<file path="config.mk">
export PLATFORM = sky130hd
export DESIGN_NAME = sio_cfg_gate
export DESIGN_NICKNAME = d
export VERILOG_FILES = /design/src/rtl/sio_cfg_pkg.sv /design/src/rtl/sio_unlock_fsm.sv /design/src/rtl/sio_global_regs.sv /design/src/rtl/sio_bank_regs.sv /design/src/rtl/sio_cfg_gate.sv
export SDC_FILE = /design/constraint.sdc
export NUM_CORES = 2
export LEC_CHECK = 0
export ABC_CLOCK_PERIOD_IN_PS = 2650
export BUFFER_PORTS_ARGS = -buffer_cell sky130_fd_sc_hd__buf_2
export CAP_MARGIN = 20
export CORE_ASPECT_RATIO = 0.7
export CORE_UTILIZATION = 48
export CTS_CLUSTER_SIZE = 8
export DETAILED_ROUTE_END_ITERATION = 8
export GPL_TIMING_DRIVEN = 1
export HOLD_SLACK_MARGIN = 0.05
export PLACE_DENSITY = 0.66
export SYNTH_ARGS = -nofsm -noshare
export SYNTH_HDL_FRONTEND = slang
export SYNTH_SLANG_ARGS = --single-unit
</file>
<file path="constraint.sdc">
create_clock -name clk -period 2.65 [get_ports clk]
set_input_delay 0.265 -clock clk [delete_from_list [all_inputs] [get_ports clk]]
set_output_delay 0.265 -clock clk [all_outputs]
set_load 0.03 [all_outputs]
</file>
<file path="src/rtl/sio_cfg_pkg.sv">
package sio_cfg_pkg;
    localparam logic [7:0] KEY_OPEN     = 8'h87;
    localparam logic [7:0] KEY_CLOSE    = 8'hAA;
    localparam logic [7:0] IDX_DEVSEL   = 8'h07;
    localparam logic [7:0] IDX_ACTIVATE = 8'h30;
    localparam logic [7:0] GLB_FIRST    = 8'h20;
    localparam logic [7:0] BANK_FIRST   = 8'h60;

    typedef enum logic [1:0] {
        GATE_LOCKED,
        GATE_HALF,
        GATE_OPEN
    } gate_state_e;

    typedef enum logic [2:0] {
        TGT_NONE,
        TGT_DEVSEL,
        TGT_GLOBAL,
        TGT_ACT,
        TGT_BANK
    } tgt_e;

    typedef struct packed {
        gate_state_e st;
    } gate_s;
endpackage

</file>
<file path="src/rtl/sio_unlock_fsm.sv">
module sio_unlock_fsm
    import sio_cfg_pkg::*;
(
    input  logic       clk,
    input  logic       rst_n,
    input  logic       idx_we,
    input  logic [7:0] idx_wdata,
    output logic       open_o
);
    gate_s gate_d, gate_q;

    always_comb begin
        gate_d = gate_q;
        if (idx_we) begin
            unique case (gate_q.st)
                GATE_LOCKED: gate_d.st = (idx_wdata == KEY_OPEN)  ? GATE_HALF : GATE_LOCKED;
                GATE_HALF:   gate_d.st = (idx_wdata == KEY_OPEN)  ? GATE_OPEN : GATE_LOCKED;
                GATE_OPEN:   gate_d.st = (idx_wdata == KEY_CLOSE) ? GATE_LOCKED : GATE_OPEN;
                default:     gate_d.st = GATE_LOCKED;
            endcase
        end
    end

    always_ff @(posedge clk or negedge rst_n) begin
        if (!rst_n) gate_q <= '{st: GATE_LOCKED};
        else        gate_q <= gate_d;
    end

    assign open_o = (gate_q.st == GATE_OPEN);
endmodule

</file>
<file path="src/rtl/sio_global_regs.sv">
module sio_global_regs #(
    parameter int N_REGS = 16,
    localparam int OFF_W = $clog2(N_REGS)
) (
    input  logic             clk,
    input  logic             rst_n,
    input  logic             we,
    input  logic [OFF_W-1:0] off,
    input  logic [7:0]       wdata,
    output logic [7:0]       rdata
);
    logic [7:0] mem_d [N_REGS];
    logic [7:0] mem_q [N_REGS];

    always_comb begin
        mem_d = mem_q;
        if (we) mem_d[off] = wdata;
    end

    always_ff @(posedge clk or negedge rst_n) begin
        if (!rst_n) begin
            for (int i = 0; i < N_REGS; i++) mem_q[i] <= '0;
        end else begin
            mem_q <= mem_d;
        end
    end

    assign rdata = mem_q[off];
endmodule

</file>
<file path="src/rtl/sio_bank_regs.sv">
module sio_bank_regs #(
    parameter int N_DEV  = 8,
    parameter int N_REGS = 16,
    localparam int DEV_W = $clog2(N_DEV),
    localparam int OFF_W = $clog2(N_REGS)
) (
    input  logic             clk,
    input  logic             rst_n,
    input  logic [DEV_W-1:0] dev,
    input  logic             reg_we,
    input  logic             act_we,
    input  logic [OFF_W-1:0] off,
    input  logic [7:0]       wdata,
    output logic [7:0]       rdata,
    output logic             act_sel,
    output logic [N_DEV-1:0] act_o
);
    logic [7:0] dev_bytes [N_DEV];

    for (genvar g = 0; g < N_DEV; g++) begin : g_dev
        logic [7:0] regs_d [N_REGS];
        logic [7:0] regs_q [N_REGS];
        logic       act_d, act_q;
        logic       sel;

        assign sel = (dev == DEV_W'(g));

        always_comb begin
            regs_d = regs_q;
            act_d  = act_q;
            if (sel && reg_we) regs_d[off] = wdata;
            if (sel && act_we) act_d = wdata[0];
        end

        always_ff @(posedge clk or negedge rst_n) begin
            if (!rst_n) begin
                act_q <= 1'b0;
                for (int i = 0; i < N_REGS; i++) regs_q[i] <= '0;
            end else begin
                act_q  <= act_d;
                regs_q <= regs_d;
            end
        end

        assign act_o[g]     = act_q;
        assign dev_bytes[g] = regs_q[off];
    end

    assign rdata   = dev_bytes[dev];
    assign act_sel = act_o[dev];
endmodule

</file>
<file path="src/rtl/sio_cfg_gate.sv">
module sio_cfg_gate
    import sio_cfg_pkg::*;
#(
    parameter int              ADDR_W    = 16,
    parameter logic [15:0]     BASE_ADDR = 16'h0370,
    parameter int              N_DEV     = 8,
    parameter int              GLB_REGS  = 16,
    parameter int              BANK_REGS = 16
) (
    input  logic              clk,
    input  logic              rst_n,
    input  logic [ADDR_W-1:0] io_addr,
    input  logic              io_wr,
    input  logic              io_rd,
    input  logic [7:0]        io_wdata,
    output logic [7:0]        io_rdata,
    output logic              cfg_open,
    output logic [N_DEV-1:0]  dev_active
);
    localparam int DEV_W  = $clog2(N_DEV);
    localparam int GLB_W  = $clog2(GLB_REGS);
    localparam int BANK_W = $clog2(BANK_REGS);
    localparam logic [ADDR_W-1:0] IDX_ADDR = ADDR_W'(BASE_ADDR);
    localparam logic [ADDR_W-1:0] DAT_ADDR = ADDR_W'(BASE_ADDR) + ADDR_W'(1);
    localparam logic [8:0] GLB_END  = {1'b0, GLB_FIRST} + 9'(GLB_REGS);
    localparam logic [8:0] BANK_END = {1'b0, BANK_FIRST} + 9'(BANK_REGS);

    typedef struct packed {
        logic [7:0]       index;
        logic [DEV_W-1:0] ldn;
    } ctl_s;

    ctl_s ctl_d, ctl_q;

    logic              hit_idx, hit_dat;
    logic              idx_we, dat_we;
    logic              gate_open;
    tgt_e              tgt;
    logic [GLB_W-1:0]  glb_off;
    logic [BANK_W-1:0] bank_off;
    logic [7:0]        glb_rdata, bank_rdata;
    logic              act_sel;

    assign hit_idx = (io_addr == IDX_ADDR);
    assign hit_dat = (io_addr == DAT_ADDR);
    assign idx_we  = io_wr && hit_idx;
    assign dat_we  = io_wr && hit_dat && gate_open;

    sio_unlock_fsm u_fsm (
        .clk       (clk),
        .rst_n     (rst_n),
        .idx_we    (idx_we),
        .idx_wdata (io_wdata),
        .open_o    (gate_open)
    );

    // Index decode: device select and activate take priority over the windows
    always_comb begin
        tgt = TGT_NONE;
        if (ctl_q.index == IDX_DEVSEL)
            tgt = TGT_DEVSEL;
        else if (ctl_q.index == IDX_ACTIVATE)
            tgt = TGT_ACT;
        else if ({1'b0, ctl_q.index} >= {1'b0, GLB_FIRST} && {1'b0, ctl_q.index} < GLB_END)
            tgt = TGT_GLOBAL;
        else if ({1'b0, ctl_q.index} >= {1'b0, BANK_FIRST} && {1'b0, ctl_q.index} < BANK_END)
            tgt = TGT_BANK;
    end

    assign glb_off  = GLB_W'(ctl_q.index - GLB_FIRST);
    assign bank_off = BANK_W'(ctl_q.index - BANK_FIRST);

    always_comb begin
        ctl_d = ctl_q;
        if (idx_we && gate_open) begin
            if (io_wdata == KEY_CLOSE) ctl_d.index = '0;
            else                       ctl_d.index = io_wdata;
        end
        if (dat_we && tgt == TGT_DEVSEL) ctl_d.ldn = io_wdata[DEV_W-1:0];
    end

    always_ff @(posedge clk or negedge rst_n) begin
        if (!rst_n) ctl_q <= '0;
        else        ctl_q <= ctl_d;
    end

    sio_global_regs #(.N_REGS(GLB_REGS)) u_glb (
        .clk   (clk),
        .rst_n (rst_n),
        .we    (dat_we && tgt == TGT_GLOBAL),
        .off   (glb_off),
        .wdata (io_wdata),
        .rdata (glb_rdata)
    );

    sio_bank_regs #(.N_DEV(N_DEV), .N_REGS(BANK_REGS)) u_bank (
        .clk     (clk),
        .rst_n   (rst_n),
        .dev     (ctl_q.ldn),
        .reg_we  (dat_we && tgt == TGT_BANK),
        .act_we  (dat_we && tgt == TGT_ACT),
        .off     (bank_off),
        .wdata   (io_wdata),
        .rdata   (bank_rdata),
        .act_sel (act_sel),
        .act_o   (dev_active)
    );

    always_comb begin
        io_rdata = 8'hFF;
        if (io_rd && gate_open) begin
            if (hit_idx) begin
                io_rdata = ctl_q.index;
            end else if (hit_dat) begin
                unique case (tgt)
                    TGT_DEVSEL: io_rdata = 8'(ctl_q.ldn);
                    TGT_ACT:    io_rdata = {7'b0, act_sel};
                    TGT_GLOBAL: io_rdata = glb_rdata;
                    TGT_BANK:   io_rdata = bank_rdata;
                    default:    io_rdata = 8'h00;
                endcase
            end
        end
    end

    assign cfg_open = gate_open;
endmodule

</file>
# ---- Word level (Yosys, flattened, before mapping)
# Index checks and enable logic that the tools add are counted.
dict set report word_totals {
  regBits 1173
  latchBits 0
  ramBits 0
  rom_bits 0
  inputBits 28
  mem_count 0
}
dict set report classes {
  addsub 2
  n_mul 0
  div 0
  n_lt_le_gt_ge 10
  eq_ne 19
  n_shift 0
  muxes 58
  bitwise 3
  n_reduce_logical 31
}
# cell n
set op_table {}
lappend op_table {{$bwmux W128} 9}
lappend op_table {{$bmux W8 S4} 9}
lappend op_table {{$mux W8} 26}
lappend op_table {{$demux W8 S4} 2}
lappend op_table {{$eq A16 B10 Y1 const B} 2}
lappend op_table {{$pmux W8 S4} 1}
lappend op_table {{$logic_and A1 B1 Y1} 29}
lappend op_table {{$bmux W8 S3} 1}
lappend op_table {{$eq A8 B8 Y1 const B} 2}
lappend op_table {{$eq A3 B3 Y1 const B} 5}
lappend op_table {{$eq A3 B2 Y1 const B} 4}
lappend op_table {{$mux W3} 4}
lappend op_table {{$ge A5 B5 Y1 const B} 2}
lappend op_table {{$lt A5 B1 Y1 const B} 2}
lappend op_table {{$not A4 Y5} 2}
lappend op_table {{$eq A8 B3 Y1 const B} 1}
lappend op_table {{$eq A8 B6 Y1 const B} 1}
lappend op_table {{$ge A8 B6 Y1 const B} 1}
lappend op_table {{$ge A8 B7 Y1 const B} 1}
lappend op_table {{$lt A8 B6 Y1 const B} 1}
lappend op_table {{$lt A8 B7 Y1 const B} 1}
lappend op_table {{$sub A4 B1 Y4 const B} 2}
lappend op_table {{$eq A3 B1 Y1 const B} 2}
lappend op_table {{$pmux W2 S3} 1}
lappend op_table {{10 further kinds} 12}

# ---- Logic depth before layout (Yosys ltp)
dict set report depth {
  word_depth 12
  mapped_depth 12
  ltp_nobuf 6
}

# ---- Hierarchy
# Synthesis repeated with hierarchy kept, for this count alone.
dict set report hier_totals {
  cells_unflattened 3601
  hier_area_um2 54621.1
}
# module n_inst cells_each area_each_um2 seq_area_each_um2
set modules_own_cells {}
lappend modules_own_cells {sio_bank_regs 1 3126 47624.4 25824.8}
lappend modules_own_cells {sio_global_regs 1 368 5983.2 3203.1}
lappend modules_own_cells {sio_cfg_gate 1 95 868.3 275.3}
lappend modules_own_cells {sio_unlock_fsm 1 12 145.1 50.0}

# ---- Least setup slack after synthesis
# OpenSTA, ideal clock, no wires.
dict set report synth_timing {
  kind {register -> output}
  from {register ctl_q[3] (netlist name)}
  to {output io_rdata[3]}
  arrival_time_ns 2.663
  setup_slack_ns -0.278
  path_stages_with_launch 11
  path_buffers 5
  cell_sequence {dfrtp_1 -> buf_4 -> buf_6 -> buf_2 -> buf_4 -> buf_2 -> mux4_2 -> a22oi_1 -> nand3_1 -> nand4b_1 -> o211ai_1}
}
dict set report synth_via {
  elab_chain_len 12
  elab_cells_between_ends 54
}
# item line
set synth_rtl {}
lappend synth_rtl {{start, declared} sio_cfg_gate.sv:33} ;# ctl_s ctl_d, ctl_q;
lappend synth_rtl {{start signal, assigned} sio_cfg_gate.sv:84} ;# else ctl_q <= ctl_d;
lappend synth_rtl {{$sub A4 B1 Y4} {sio_cfg_gate.sv:70, sio_cfg_gate.sv:71}}
lappend synth_rtl {{$not A4 Y5 (not written as such)} {sio_global_regs.sv:28, sio_bank_regs.sv:46}}
lappend synth_rtl {{$bmux W8 S4} sio_bank_regs.sv:46} ;# assign dev_bytes[g] = regs_q[off];
lappend synth_rtl {{$mux W8 (not written as such) (2 in a row)} sio_bank_regs.sv:46}
lappend synth_rtl {{$bmux W8 S3} sio_bank_regs.sv:49} ;# assign rdata = dev_bytes[dev];
lappend synth_rtl {{$mux W8 (not written as such) (2 in a row)} sio_bank_regs.sv:49}
lappend synth_rtl {{$pmux W8 S4 (*)} sio_cfg_gate.sv:115} ;# unique case (tgt)
lappend synth_rtl {{$mux W8 (*)} sio_cfg_gate.sv:114} ;# end else if (hit_dat) begin
lappend synth_rtl {{$mux W8 (*)} sio_cfg_gate.sv:112} ;# if (hit_idx) begin
lappend synth_rtl {{$mux W8 (*)} sio_cfg_gate.sv:111} ;# if (io_rd && gate_open) begin
lappend synth_rtl {{end, declared} sio_cfg_gate.sv:16} ;# output logic [7:0] io_rdata,
# Mark *: on every way between the ends. The rest lies on a longest branch, timed or not. The select of a mux whose other input is x is not followed.

# ---- Worst setup path after layout
dict set report layout_timing {
  from {register ctl_q[3] (netlist name)}
  to {output io_rdata[5]}
}
# The elaborated chain is that of the path after synthesis.

==> metrics.yaml <==
status:
  outcome: "finished with violations"
  violations: "setup timing"
min_path:
  hp-class: "input pin to flop"
  hp-start: "io_wdata[6]"
  worstHoldEndpoint: "u_bank.g_dev[0].regs_q[54]"
  holdPathStages: 3
global_routing:
  grt_start_max_net_pins: 147
  antenna_found_initial: 2
  grt_pass1_vias: 34600
  grt_use_total_pct: 27.7
  grt_pass1_wl_um: 235000
  overflow: 0
timing:
  rsz0062_at_grt: "yes"
  setup_viol: 12
  maxClockFrequency_mhz: 254
  tightest_slew_ps: 1400
  hold_viol: 0
  worst_slack_ps: -1290
  min_period_over_period_pct: 149
  finalCriticalPeriod_ps: 3940
  fin_skew_ps: 26.8
  drv_slew: 0
  relSlewSlack_pct: 6.37
routing:
  drt_iter0_markers: 2943
  drc: 0
  drtPass1Iterations: 5
  wire_per_inst_um: 28.0
  drtAntennaViolNets: 0
  wirelength_um: 155000
  route.vias.total: 33800
  viasPerCell: 6.10
placement:
  place_area_um2: 61000
  numPortBuffers: 44
  hpwlAfterDp_um: 103000
  dp_slack_ps: -923
  gp_congestion: 0.905
clock_tree:
  clockRootBuffer: "clkbuf_16"
  cts_htree_levels: 4
  numClockSinks: 1173
  cts_inserted_buffers: 164
  path_clk_slew_ps: 50
  clockBufferDepth: 3
  cts_tree: "built"
  insertion_delay_ps: 780
cells_and_area:
  n_antenna_cell: 0
  fin_util_pct: 58.9
  fillers: 8652
  syn_to_final_growth_pct: 21.5
  drive_gt1_share_pct: 60.0
  num-nets-final: 4025
  final_area_um2: 66500
power:
  seqPwrFrac_pct: 47.8
  cellLeakagePower_nw: 32.5
  power.share.switching_pct: 22.4
  power-per-cell-area_nw_per_um2: 564
  power_frac_comb_pct: 2.2
  internal-power_w: 0.0292
  ir_worst_vdd_v: 0.000595
  power.total_w: 0.0375
  pwr-share-clk_pct: 50.0
  p_switching_w: 0.00839
yosys:
  synth_common_cells: "1173 x dfrtp_1, 1141 x mux2_2, 291 x mux4_2, 195 x clkbuf_1, 98 x nand2_1"
  ys_async_sr_fraction_pct: 100
  synth_top_area_cell: "dfrtp_1"
  synth_flop_cell: "dfrtp_1"
  syn-num-nets: 3520
  synthTopCellsByArea: "dfrtp_1 54%, mux2_2 23%, mux4_2 12%"
  synthesis.instances: 3492
  avgSynthCellArea_um2: 15.7
  synth.most_common_cell: "dfrtp_1"
  synth_cell_types: 69
  ys_seq_area_share_pct: 53.6
  synth_edf_count: 0
  synth_top_area_share_pct: 53.6
  yosysWarnings: 0
  syn-cell-area_um2: 54800
  synth-seq-cells: 1173
worst_setup_path:
  cp-start-kind: "flop"
  ff2ff_setup_slack_ps: -50
  cp_slowest_cell: "dfrtp_4"
  worstReg2RegStart: "ctl_q[4]"
  r2r-end: "u_bank.g_dev[0].act_q"
  crit_path_cell_trace: "buf_12 > buf_4 > buf_12 > buf_4 > mux4_2 > or3_4 > a21oi_2 > a211oi_2 > a311oi_2 > buf_4 > o22ai_4 > buf_6"
  cp_data_required_time_ps: 2380
  crit_arrival_ps: 3680
  ff2ff_path_depth: 11
  path_max_fanout: 9
  crit_type: "flop to output pin"
  crit_top_cell: "buf_4"
  max_stage_delay_ps: 490
  end_kind: "output pin"
floorplanning:
  start_util_pct: 48.5
  rows: 103
  die_y_um: 285
  core_area_um2: 113000
  ios: 45
  die_area_um2: 115000
  die_w_um: 406
flow_run:
  drv_cap: 0
## timing repair
item                                    in CTS  in global routing
gates cloned                                 2                  0
hold buffers                                 9                  0
setup buffers                               23                 18
hold endpoints to repair                   902                  0
resized for setup                           98                 52
endpoints found under the setup margin     240                276
pin swaps                                   19                 26
## per-stage QoR
stage	setup TNS [ps]	instances	hold slack, ps
floorplan	-43.4	3492	-30.6
global placement	-82890	5302	148
detailed placement	-89280	5303	149
CTS	-10020	5520	96.1
global route	-11000	5537	160
finish	-10000	5537	150
## cells by family (layout without fill, tap and decap cells)
logic type	count (synthesis)	count (layout)	share of synthesized area (%)
muxes	1505	1505	36.8
buffers and inverters	276	799	2.33
and+or+nand+nor	380	380	5.13
DFF	1173	1173	53.6
AOI/OAI and AO/OA	158	158	2.10
## cells in the final DEF, fill, tap and decap left out, types with 9 or more instances in the layout
cell type / n
a22o_1: 9
a22oi_1: 28
buf_12: 111
buf_2: 27
buf_4: 430
buf_6: 22
clkbuf_16: 166
dfrtp_1: 1169
dlygate4sd3_1: 9
mux2_1: 33
mux2_2: 1138
mux2i_1: 38
mux4_2: 291
nand2_1: 98
nand2b_1: 14
nand3_1: 16
nor2_1: 36
nor2_2: 39
nor2_8: 48
nor2b_1: 12
nor3_1: 20
o21ai_0: 9
o22ai_1: 16
## critical path: cells and delay by family, from the launching register on
family / cells / cell delay [ps]
DFF: 1 / 490
and+or+nand+nor: 1 / 380
buffers and inverters: 6 / 960
muxes: 1 / 470
AOI/OAI and AO/OA: 4 / 580
## worst max path at each step
stage | start | end
2_1_floorplan | ctl_q[0] | io_rdata[3]
3_3_place_gp | ctl_q[3] | io_rdata[5]
3_5_place_dp | ctl_q[3] | io_rdata[5]
4_1_cts | ctl_q[3] | io_rdata[1]
5_1_grt | ctl_q[3] | io_rdata[3]
6_report | ctl_q[3] | io_rdata[5]
## power groups by stage
stage,Combinational (W),Sequential [W],Clock [W]
after floorplan,0.000210,0.0182,0
after global placement,0.000844,0.0182,0
after detailed placement,0.000845,0.0182,0
after CTS,0.000854,0.0179,0.0191
after global routing,0.000930,0.0179,0.0199
final,0.000826,0.0179,0.0188
## cell type report
cell class	instances	area (µm²)	share of cell area (%)
sequential	1173	29400	44.1
multi-input combinational	2043	24700	37.2
timing repair buffer	608	6100	9.17
clock buffer	171	4180	6.29
tap	1522	1900	2.86
clock inverter	13	236	0.355
inverter	7	26.3	0.0395
## sequential cells by signal (all words and copies together), names as in the netlist
register             cells
ctl_q                   11
u_bank.g_dev.act_q       8
u_bank.g_dev.regs_q   1024
u_fsm.gate_q             2
u_glb.mem_q            128
## per-layer routing
layer	wire length (µm)	vias up	track usage [%]	share of wire [%]
met5	121	-	0	0.078
met4	2840	6	7.40	1.8
met3	14600	196	9.16	9.4
met2	64100	1132	36.5	41
met1	73200	18300	43.1	47
li1	-	14100	-	-
No activity file was read; power rests on OpenSTA's default activity.
